**src/rtl/adc_rd_pkg.sv**
```systemverilog
`timescale 1ns/1ps
package adc_rd_pkg;
  localparam int SECOND_FRAME = 14;

  typedef enum logic [2:0] {
    ST_IDLE,
    ST_CNV,
    ST_WAIT_HI,
    ST_WAIT_LO,
    ST_XFER
  } rd_state_e;
endpackage

```
**src/rtl/adc_rd_clkdiv.sv**
```systemverilog
`timescale 1ns/1ps
module adc_rd_clkdiv #(
  parameter int HALF_DIV = 2
) (
  input  logic clk_i,
  input  logic rst_ni,
  input  logic en_i,
  output logic tick_o
);
  localparam int CW = (HALF_DIV > 1) ? $clog2(HALF_DIV) : 1;

  logic [CW-1:0] cnt_q;

  assign tick_o = en_i && (cnt_q == CW'(HALF_DIV - 1));

  always_ff @(posedge clk_i or negedge rst_ni) begin
    if (!rst_ni)      cnt_q <= '0;
    else if (!en_i)   cnt_q <= '0;
    else if (tick_o)  cnt_q <= '0;
    else              cnt_q <= cnt_q + 1'b1;
  end

  assert_tick_bound_R5: assert property (@(posedge clk_i) disable iff (!rst_ni)
    cnt_q <= CW'(HALF_DIV - 1));
endmodule

```
**src/rtl/adc_rd_shifter.sv**
```systemverilog
`timescale 1ns/1ps
module adc_rd_shifter #(
  parameter int W = 12
) (
  input  logic         clk_i,
  input  logic         rst_ni,
  input  logic         en_i,
  input  logic         din_i,
  output logic [W-1:0] word_o
);
  logic [W-1:0] sr_q;

  always_ff @(posedge clk_i or negedge rst_ni) begin
    if (!rst_ni)   sr_q <= '0;
    else if (en_i) sr_q <= {sr_q[W-2:0], din_i};
  end

  assign word_o = sr_q;
endmodule

```
**src/rtl/adc_rd_seq.sv**
```systemverilog
`timescale 1ns/1ps
module adc_rd_seq
  import adc_rd_pkg::*;
#(
  parameter int RES_BITS = 12,
  parameter int CNV_LOW  = 3,
  localparam int IDX_W   = $clog2(RES_BITS + SECOND_FRAME + 1)
) (
  input  logic             clk_i,
  input  logic             rst_ni,
  input  logic             start_i,
  input  logic             single_i,
  input  logic             busy_i,
  input  logic             tick_i,
  output logic             clk_en_o,
  output logic             cnvst_no,
  output logic             cs_no,
  output logic             sclk_o,
  output logic             sample_o,
  output logic [IDX_W-1:0] bit_idx_o,
  output logic             single_o,
  output logic             finish_o,
  output logic             done_o
);
  localparam int CW = (CNV_LOW > 1) ? $clog2(CNV_LOW) : 1;

  rd_state_e        state_q;
  logic [CW-1:0]    cnv_cnt_q;
  logic [IDX_W-1:0] bit_cnt_q;
  logic [IDX_W-1:0] total;
  logic             cnvst_n_q, cs_n_q, sclk_q, single_q, done_q;

  assign total     = single_q ? IDX_W'(RES_BITS + SECOND_FRAME) : IDX_W'(RES_BITS);
  assign clk_en_o  = (state_q == ST_XFER);
  assign sample_o  = clk_en_o && tick_i && sclk_q;
  assign finish_o  = clk_en_o && tick_i && !sclk_q && (bit_cnt_q == total);

  always_ff @(posedge clk_i or negedge rst_ni) begin
    if (!rst_ni) begin
      state_q   <= ST_IDLE;
      cnv_cnt_q <= '0;
      bit_cnt_q <= '0;
      cnvst_n_q <= 1'b1;
      cs_n_q    <= 1'b1;
      sclk_q    <= 1'b1;
      single_q  <= 1'b0;
      done_q    <= 1'b0;
    end else begin
      done_q <= 1'b0;
      unique case (state_q)
        ST_IDLE: if (start_i) begin
          state_q   <= ST_CNV;
          cnvst_n_q <= 1'b0;
          cnv_cnt_q <= '0;
          single_q  <= single_i;
        end
        ST_CNV: begin
          if (cnv_cnt_q == CW'(CNV_LOW - 1)) begin
            cnvst_n_q <= 1'b1;
            state_q   <= ST_WAIT_HI;
          end else begin
            cnv_cnt_q <= cnv_cnt_q + 1'b1;
          end
        end
        ST_WAIT_HI: if (busy_i) state_q <= ST_WAIT_LO;
        ST_WAIT_LO: if (!busy_i) begin
          state_q   <= ST_XFER;
          cs_n_q    <= 1'b0;
          bit_cnt_q <= '0;
        end
        ST_XFER: if (tick_i) begin
          if (sclk_q) begin
            sclk_q    <= 1'b0;
            bit_cnt_q <= bit_cnt_q + 1'b1;
          end else begin
            sclk_q <= 1'b1;
            if (bit_cnt_q == total) begin
              cs_n_q  <= 1'b1;
              done_q  <= 1'b1;
              state_q <= ST_IDLE;
            end
          end
        end
        default: state_q <= ST_IDLE;
      endcase
    end
  end

  assign cnvst_no  = cnvst_n_q;
  assign cs_no     = cs_n_q;
  assign sclk_o    = sclk_q;
  assign bit_idx_o = bit_cnt_q;
  assign single_o  = single_q;
  assign done_o    = done_q;

  assert_clk_idle_high_R4: assert property (@(posedge clk_i) disable iff (!rst_ni)
    cs_n_q |-> sclk_q);
  assert_no_fall_with_cs_R4: assert property (@(posedge clk_i) disable iff (!rst_ni)
    $fell(cs_n_q) |-> sclk_q);
  assert_cs_after_busy_R3: assert property (@(posedge clk_i) disable iff (!rst_ni)
    $fell(cs_n_q) |-> !$past(busy_i));
  assert_bit_bound_R5: assert property (@(posedge clk_i) disable iff (!rst_ni)
    bit_cnt_q <= total);
  assert_done_one_cycle_R8: assert property (@(posedge clk_i) disable iff (!rst_ni)
    done_q |=> !done_q);
  assert_done_with_cs_rise_R8: assert property (@(posedge clk_i) disable iff (!rst_ni)
    done_q |-> $rose(cs_n_q));
  assert_cnv_idle_R9: assert property (@(posedge clk_i) disable iff (!rst_ni)
    !cs_n_q |-> cnvst_n_q);
endmodule

```
**src/rtl/adc_dual_reader.sv**
```systemverilog
`timescale 1ns/1ps
module adc_dual_reader
  import adc_rd_pkg::*;
#(
  parameter int RES_BITS = 12,
  parameter int HALF_DIV = 2,
  parameter int CNV_LOW  = 3
) (
  input  logic                clk_i,
  input  logic                rst_ni,
  input  logic                start_i,
  input  logic                single_line_i,
  input  logic                busy_i,
  input  logic                dout_a_i,
  input  logic                dout_b_i,
  output logic                cnvst_no,
  output logic                cs_no,
  output logic                sclk_o,
  output logic [RES_BITS-1:0] res_a_o,
  output logic [RES_BITS-1:0] res_b_o,
  output logic                valid_o
);
  localparam int IDX_W   = $clog2(RES_BITS + SECOND_FRAME + 1);
  localparam int B_FIRST = SECOND_FRAME + (SECOND_FRAME - RES_BITS) + RES_BITS - SECOND_FRAME;

  logic             tick, clk_en, sample, single_q, finish, done;
  logic [IDX_W-1:0] bit_idx;
  logic             in_first, in_second, en_a, en_b, din_b;
  logic [RES_BITS-1:0] word_a, word_b;
  logic [RES_BITS-1:0] res_a_q, res_b_q;

  adc_rd_clkdiv #(.HALF_DIV(HALF_DIV)) u_clkdiv (
    .clk_i  (clk_i),
    .rst_ni (rst_ni),
    .en_i   (clk_en),
    .tick_o (tick)
  );

  adc_rd_seq #(.RES_BITS(RES_BITS), .CNV_LOW(CNV_LOW)) u_seq (
    .clk_i     (clk_i),
    .rst_ni    (rst_ni),
    .start_i   (start_i),
    .single_i  (single_line_i),
    .busy_i    (busy_i),
    .tick_i    (tick),
    .clk_en_o  (clk_en),
    .cnvst_no  (cnvst_no),
    .cs_no     (cs_no),
    .sclk_o    (sclk_o),
    .sample_o  (sample),
    .bit_idx_o (bit_idx),
    .single_o  (single_q),
    .finish_o  (finish),
    .done_o    (done)
  );

  // second word starts after the pad bits, i.e. at index 14 for any width
  assign in_first  = bit_idx < IDX_W'(RES_BITS);
  assign in_second = bit_idx >= IDX_W'(B_FIRST);
  assign en_a      = sample && in_first;
  assign en_b      = sample && (single_q ? in_second : in_first);
  assign din_b     = single_q ? dout_a_i : dout_b_i;

  adc_rd_shifter #(.W(RES_BITS)) u_shift_a (
    .clk_i  (clk_i),
    .rst_ni (rst_ni),
    .en_i   (en_a),
    .din_i  (dout_a_i),
    .word_o (word_a)
  );

  adc_rd_shifter #(.W(RES_BITS)) u_shift_b (
    .clk_i  (clk_i),
    .rst_ni (rst_ni),
    .en_i   (en_b),
    .din_i  (din_b),
    .word_o (word_b)
  );

  always_ff @(posedge clk_i or negedge rst_ni) begin
    if (!rst_ni) begin
      res_a_q <= '0;
      res_b_q <= '0;
    end else if (finish) begin
      res_a_q <= word_a;
      res_b_q <= word_b;
    end
  end

  assign res_a_o = res_a_q;
  assign res_b_o = res_b_q;
  assign valid_o = done;

  assert_res_hold_R8: assert property (@(posedge clk_i) disable iff (!rst_ni)
    !valid_o |-> ($stable(res_a_o) && $stable(res_b_o)));
  assert_capture_in_frame_R6: assert property (@(posedge clk_i) disable iff (!rst_ni)
    (en_a || en_b) |-> !cs_no);
endmodule

```
**config.mk**
```make
export PLATFORM = sky130hd
export DESIGN_NAME = adc_dual_reader
export DESIGN_NICKNAME = d
export VERILOG_FILES = /design/src/rtl/adc_rd_pkg.sv /design/src/rtl/adc_rd_clkdiv.sv /design/src/rtl/adc_rd_shifter.sv /design/src/rtl/adc_rd_seq.sv /design/src/rtl/adc_dual_reader.sv
export SDC_FILE = /design/constraint.sdc
export NUM_CORES = 1
export LEC_CHECK = 0
export BUFFER_PORTS_ARGS = -buffer_cell sky130_fd_sc_hd__buf_2
export CELL_PAD_IN_SITES_DETAIL_PLACEMENT = 1
export CELL_PAD_IN_SITES_GLOBAL_PLACEMENT = 1
export CORE_MARGIN = 2
export CORE_UTILIZATION = 45
export CTS_BUF_LIST = sky130_fd_sc_hd__clkbuf_2 sky130_fd_sc_hd__clkbuf_4 sky130_fd_sc_hd__clkbuf_8
export CTS_CLUSTER_DIAMETER = 60
export CTS_CLUSTER_SIZE = 12
export DETAILED_ROUTE_END_ITERATION = 8
export PLACE_DENSITY = 0.76
export SLEW_MARGIN = 20
export SYNTH_ARGS = -nofsm -noshare
export SYNTH_HDL_FRONTEND = slang
export SYNTH_HIERARCHICAL = 1
export SYNTH_SLANG_ARGS = --single-unit
```
**constraint.sdc**
```tcl
create_clock -name clk_i -period 2.4 [get_ports clk_i]
set_clock_uncertainty 0.05 [all_clocks]
set_input_delay 0.36 -clock clk_i [delete_from_list [all_inputs] [get_ports clk_i]]
set_output_delay 0.36 -clock clk_i [all_outputs]
set_load 0.03 [all_outputs]
```
==> run_results.csv <==
group,metric,value,unit
status,outcome,"completed",
clocking,root_buffer,"clkbuf_8",
worst_setup_path,cp_cell_sequence,"or3b_4, inv_4, and2_4, nand4bb_4, nor2_4, inv_2, a211oi_4, clkbuf_16, mux2_4",
floorplanning,rows,29,
worst_setup_path,reg2reg_depth,9,
timing,finalHoldViolCount,0,
cells_and_area,area_delta_synth_final,22.31,%
cells_and_area,layout_commonest_cell,"dfrtp_1",
timing,fin_setup_tns,0,ns
yosys,synthCells,185,
timing,fmax,424.6,MHz
floorplanning,dieArea,7063,µm²
cells_and_area,antenna_cells,0,
hold_path,min_to,"u_seq/single_o",
yosys,synth_edf_count,0,
grt,grt_pass1_vias,1848,
yosys,synthArstFlopShare,1.000,
yosys,ys_seq_area_frac,0.5569,
clocking,clk_path_buf_depth,2,
worst_setup_path,max_stage_delay,0.42,ns
timing,max_slew.worst_pin.slew,0.5540,ns
floorplanning,die_w,84.04,µm
grt,grt_overflow,0,
yosys,yosys.area.top_type_share,0.5295,
yosys,synth_area,2883,µm²
route,drtAntennaViolNets,0,
worst_setup_path,r2r_end,"u_shift_a/word_o[7]",
route,wl_met2,3.076,mm
hold_path,min_path_cells,2,
grt,grt_use_total,0.1767,
worst_setup_path,critPathLaunchType,"flop",
cells_and_area,final_cell_area,3526,µm²
worst_setup_path,end_kind,"flop",
worst_setup_path,critical_path.top_delay_family,"simple AND/OR/NAND/NOR gates",
route,via_per_inst,5.397,
placed_design,placed_area,3202,µm²
floorplanning,start_util,0.4592,
clocking,htreeDepth,3,
clocking,clock_sinks,64,
worst_setup_path,r2r-start,"u_seq/state_q[1]",
floorplanning,io_pins,35,
cells_and_area,fin_nets,253,
route,topRoutingLayerUsed,"met4",
placed_design,port_buffers,34,
route,drt-met1-wl,2.745,mm
worst_setup_path,reg2reg_slack,0.04,ns
cells_and_area,final_cell_mix,"dfrtp_1 (61), mux2_4 (40), buf_2 (34)",
worst_setup_path,worstPathMaxFanout,6,
grt,grt_max_degree,25,
yosys,yosys.area.top_type,"dfrtp_1",
floorplanning,die_h,84.04,µm
power_and_ir_drop,irDropWorstVdd,0.4663,mV
floorplanning,core,6277,µm²
route,drtPass1Iterations,4,
yosys,ys.flop_type,"dfrtp_1",
worst_setup_path,cp.required,2.58,ns
route,initialDrtViolationCount,83,
worst_setup_path,worst-path-buf-inv,3,
clocking,clock_latency,0.34,ns
grt,grt_pass1_wl,9.535,mm
clocking,cts_tree,"yes",
cells_and_area,drive_gt1_frac,0.5403,
yosys,netlist_top_cells_area,"dfrtp_1 (53%), mux2_4 (21%), mux2_2 (4.3%)",
route,routed-wl-met3,205,µm
timing,period_minus_slack,2.355,ns
grt,antenna_found_initial,0,
yosys,syn_avg_cell_area,15.58,µm²
timing,timing.slew.headroom,0.6254,
job,cap_violations,0,
route,wire_per_inst,18.86,µm
cells_and_area,fillers,597,
hold_path,hp-class,"in -> reg",
worst_setup_path,cp-startpoint,"u_seq/state_q[1]",
power_and_ir_drop,design_power_total,2.787,mW
worst_setup_path,setup.worst_path.class,"reg -> reg",
worst_setup_path,arrival,2.53,ns
timing,setup_viol,0,
hold_path,min_from,"single_line_i",
route,dr_total_vias,1754,
route,drt_wl_total,6.130,mm
worst_setup_path,path_depth,9,
yosys,syn_nets,194,
timing,drv_slew,0,
clocking,numCtsBuffers,9,
timing,worst_hold_slack,0.2122,ns
clocking,clkTransAtPathRegs,0.07,ns
yosys,ys_warn_count,6,
yosys,synth-seq-cells,64,
route,drc,0,
yosys,synth.distinct_cells,43,
power_and_ir_drop,leakagePower,1.762,nW
power_and_ir_drop,powerDensity,790.3,nW/µm²
worst_setup_path,cp_slowest_cell,"or3b_4",
timing,period_share,0.9813,
placed_design,dp_hpwl,3.990,mm
placed_design,place_congestion,0.7532,
[cells in the mapped netlist (3+ instances only)]
library cell / count
dfrtp_1: 61
mux2_4: 40
mux2_2: 11
a21oi_1: 5
buf_6: 4
inv_1: 4
nor2_1: 4
a211o_1: 3
dfstp_2: 3
nand2_1: 3
nor2b_1: 3
[through the flow]
stage	setup WS [ns]	instances	util
after floorplan	0.007339	185	-
after global placement	0.1286	301	0.5101
after detailed placement	0.07040	301	0.5101
after CTS	0.05296	317	0.5473
after global routing	-0.01127	325	0.5617
final	0.04481	325	0.5617
[registers in the layout (all words and copies together) (netlist names)]
name              count
res_a_o              12
res_b_o              12
u_shift_a/word_o     12
u_shift_b/word_o     12
u_seq/bit_idx_o       5
u_seq/state_q         3
u_seq/cnv_cnt_q       2
u_clkdiv/cnt_q        1
u_seq/cnvst_no        1
u_seq/cs_no           1
u_seq/done_o          1
u_seq/sclk_o          1
u_seq/single_o        1
[logic make-up (layout without fill, tap and decap cells)]
kind of cell               count (synthesis)  after routing  synth area share
DFF                                       64             64            0.5569
xor gates and xnor gates                   1              1          0.003039
adders and majority gates                  2              2          0.008679
AOI/OAI and AO/OA                         26             26           0.06901
and+or+nand+nor                           29             29           0.07249
muxes                                     51             51            0.2513
buffers and inverters                     12             75           0.03863
[layout make-up]
cell class	count	area, µm²	share of cell area
clock buffers	12	158.9	0.04507
well taps	77	96.34	0.02732
repair buffers	55	385.4	0.1093
inverters	5	21.27	0.006033
clock inverters	3	65.06	0.01845
flip-flops and latches	64	1605	0.4553
multi-input cells	109	1194	0.3385
[worst max-delay path by stage]
| stage | endpoint |
|---|---|
| after floorplan | u_shift_a/word_o[0] |
| after global placement | u_shift_a/word_o[9] |
| after detailed placement | u_shift_a/word_o[9] |
| after CTS | u_shift_a/word_o[9] |
| after global routing | u_shift_a/word_o[3] |
| final | u_shift_a/word_o[7] |
[report_power, final]
part | leakage (nW) | switching [mW] | internal [mW]
registers | 0.873 | 0.0888 | 1.16
clock network | 0.116 | 0.399 | 0.646
logic | 0.773 | 0.263 | 0.226
[layer usage]
layer | vias up | GRT usage
met5 | - | 0
met4 | 0 | 0.07918
met3 | 9 | 0.04847
met2 | 30 | 0.2799
met1 | 918 | 0.2261
li1 | 797 | -
[repair_timing]
action | 4_1_cts | 5_1_grt
resized for setup | 0 | 3
setup buffers | 0 | 7
hold buffers | 1 | 0
endpoints found under the setup margin | 0 | 3
endpoints found under the hold margin | 22 | 0
No activity file was read; power rests on OpenSTA's default activity.
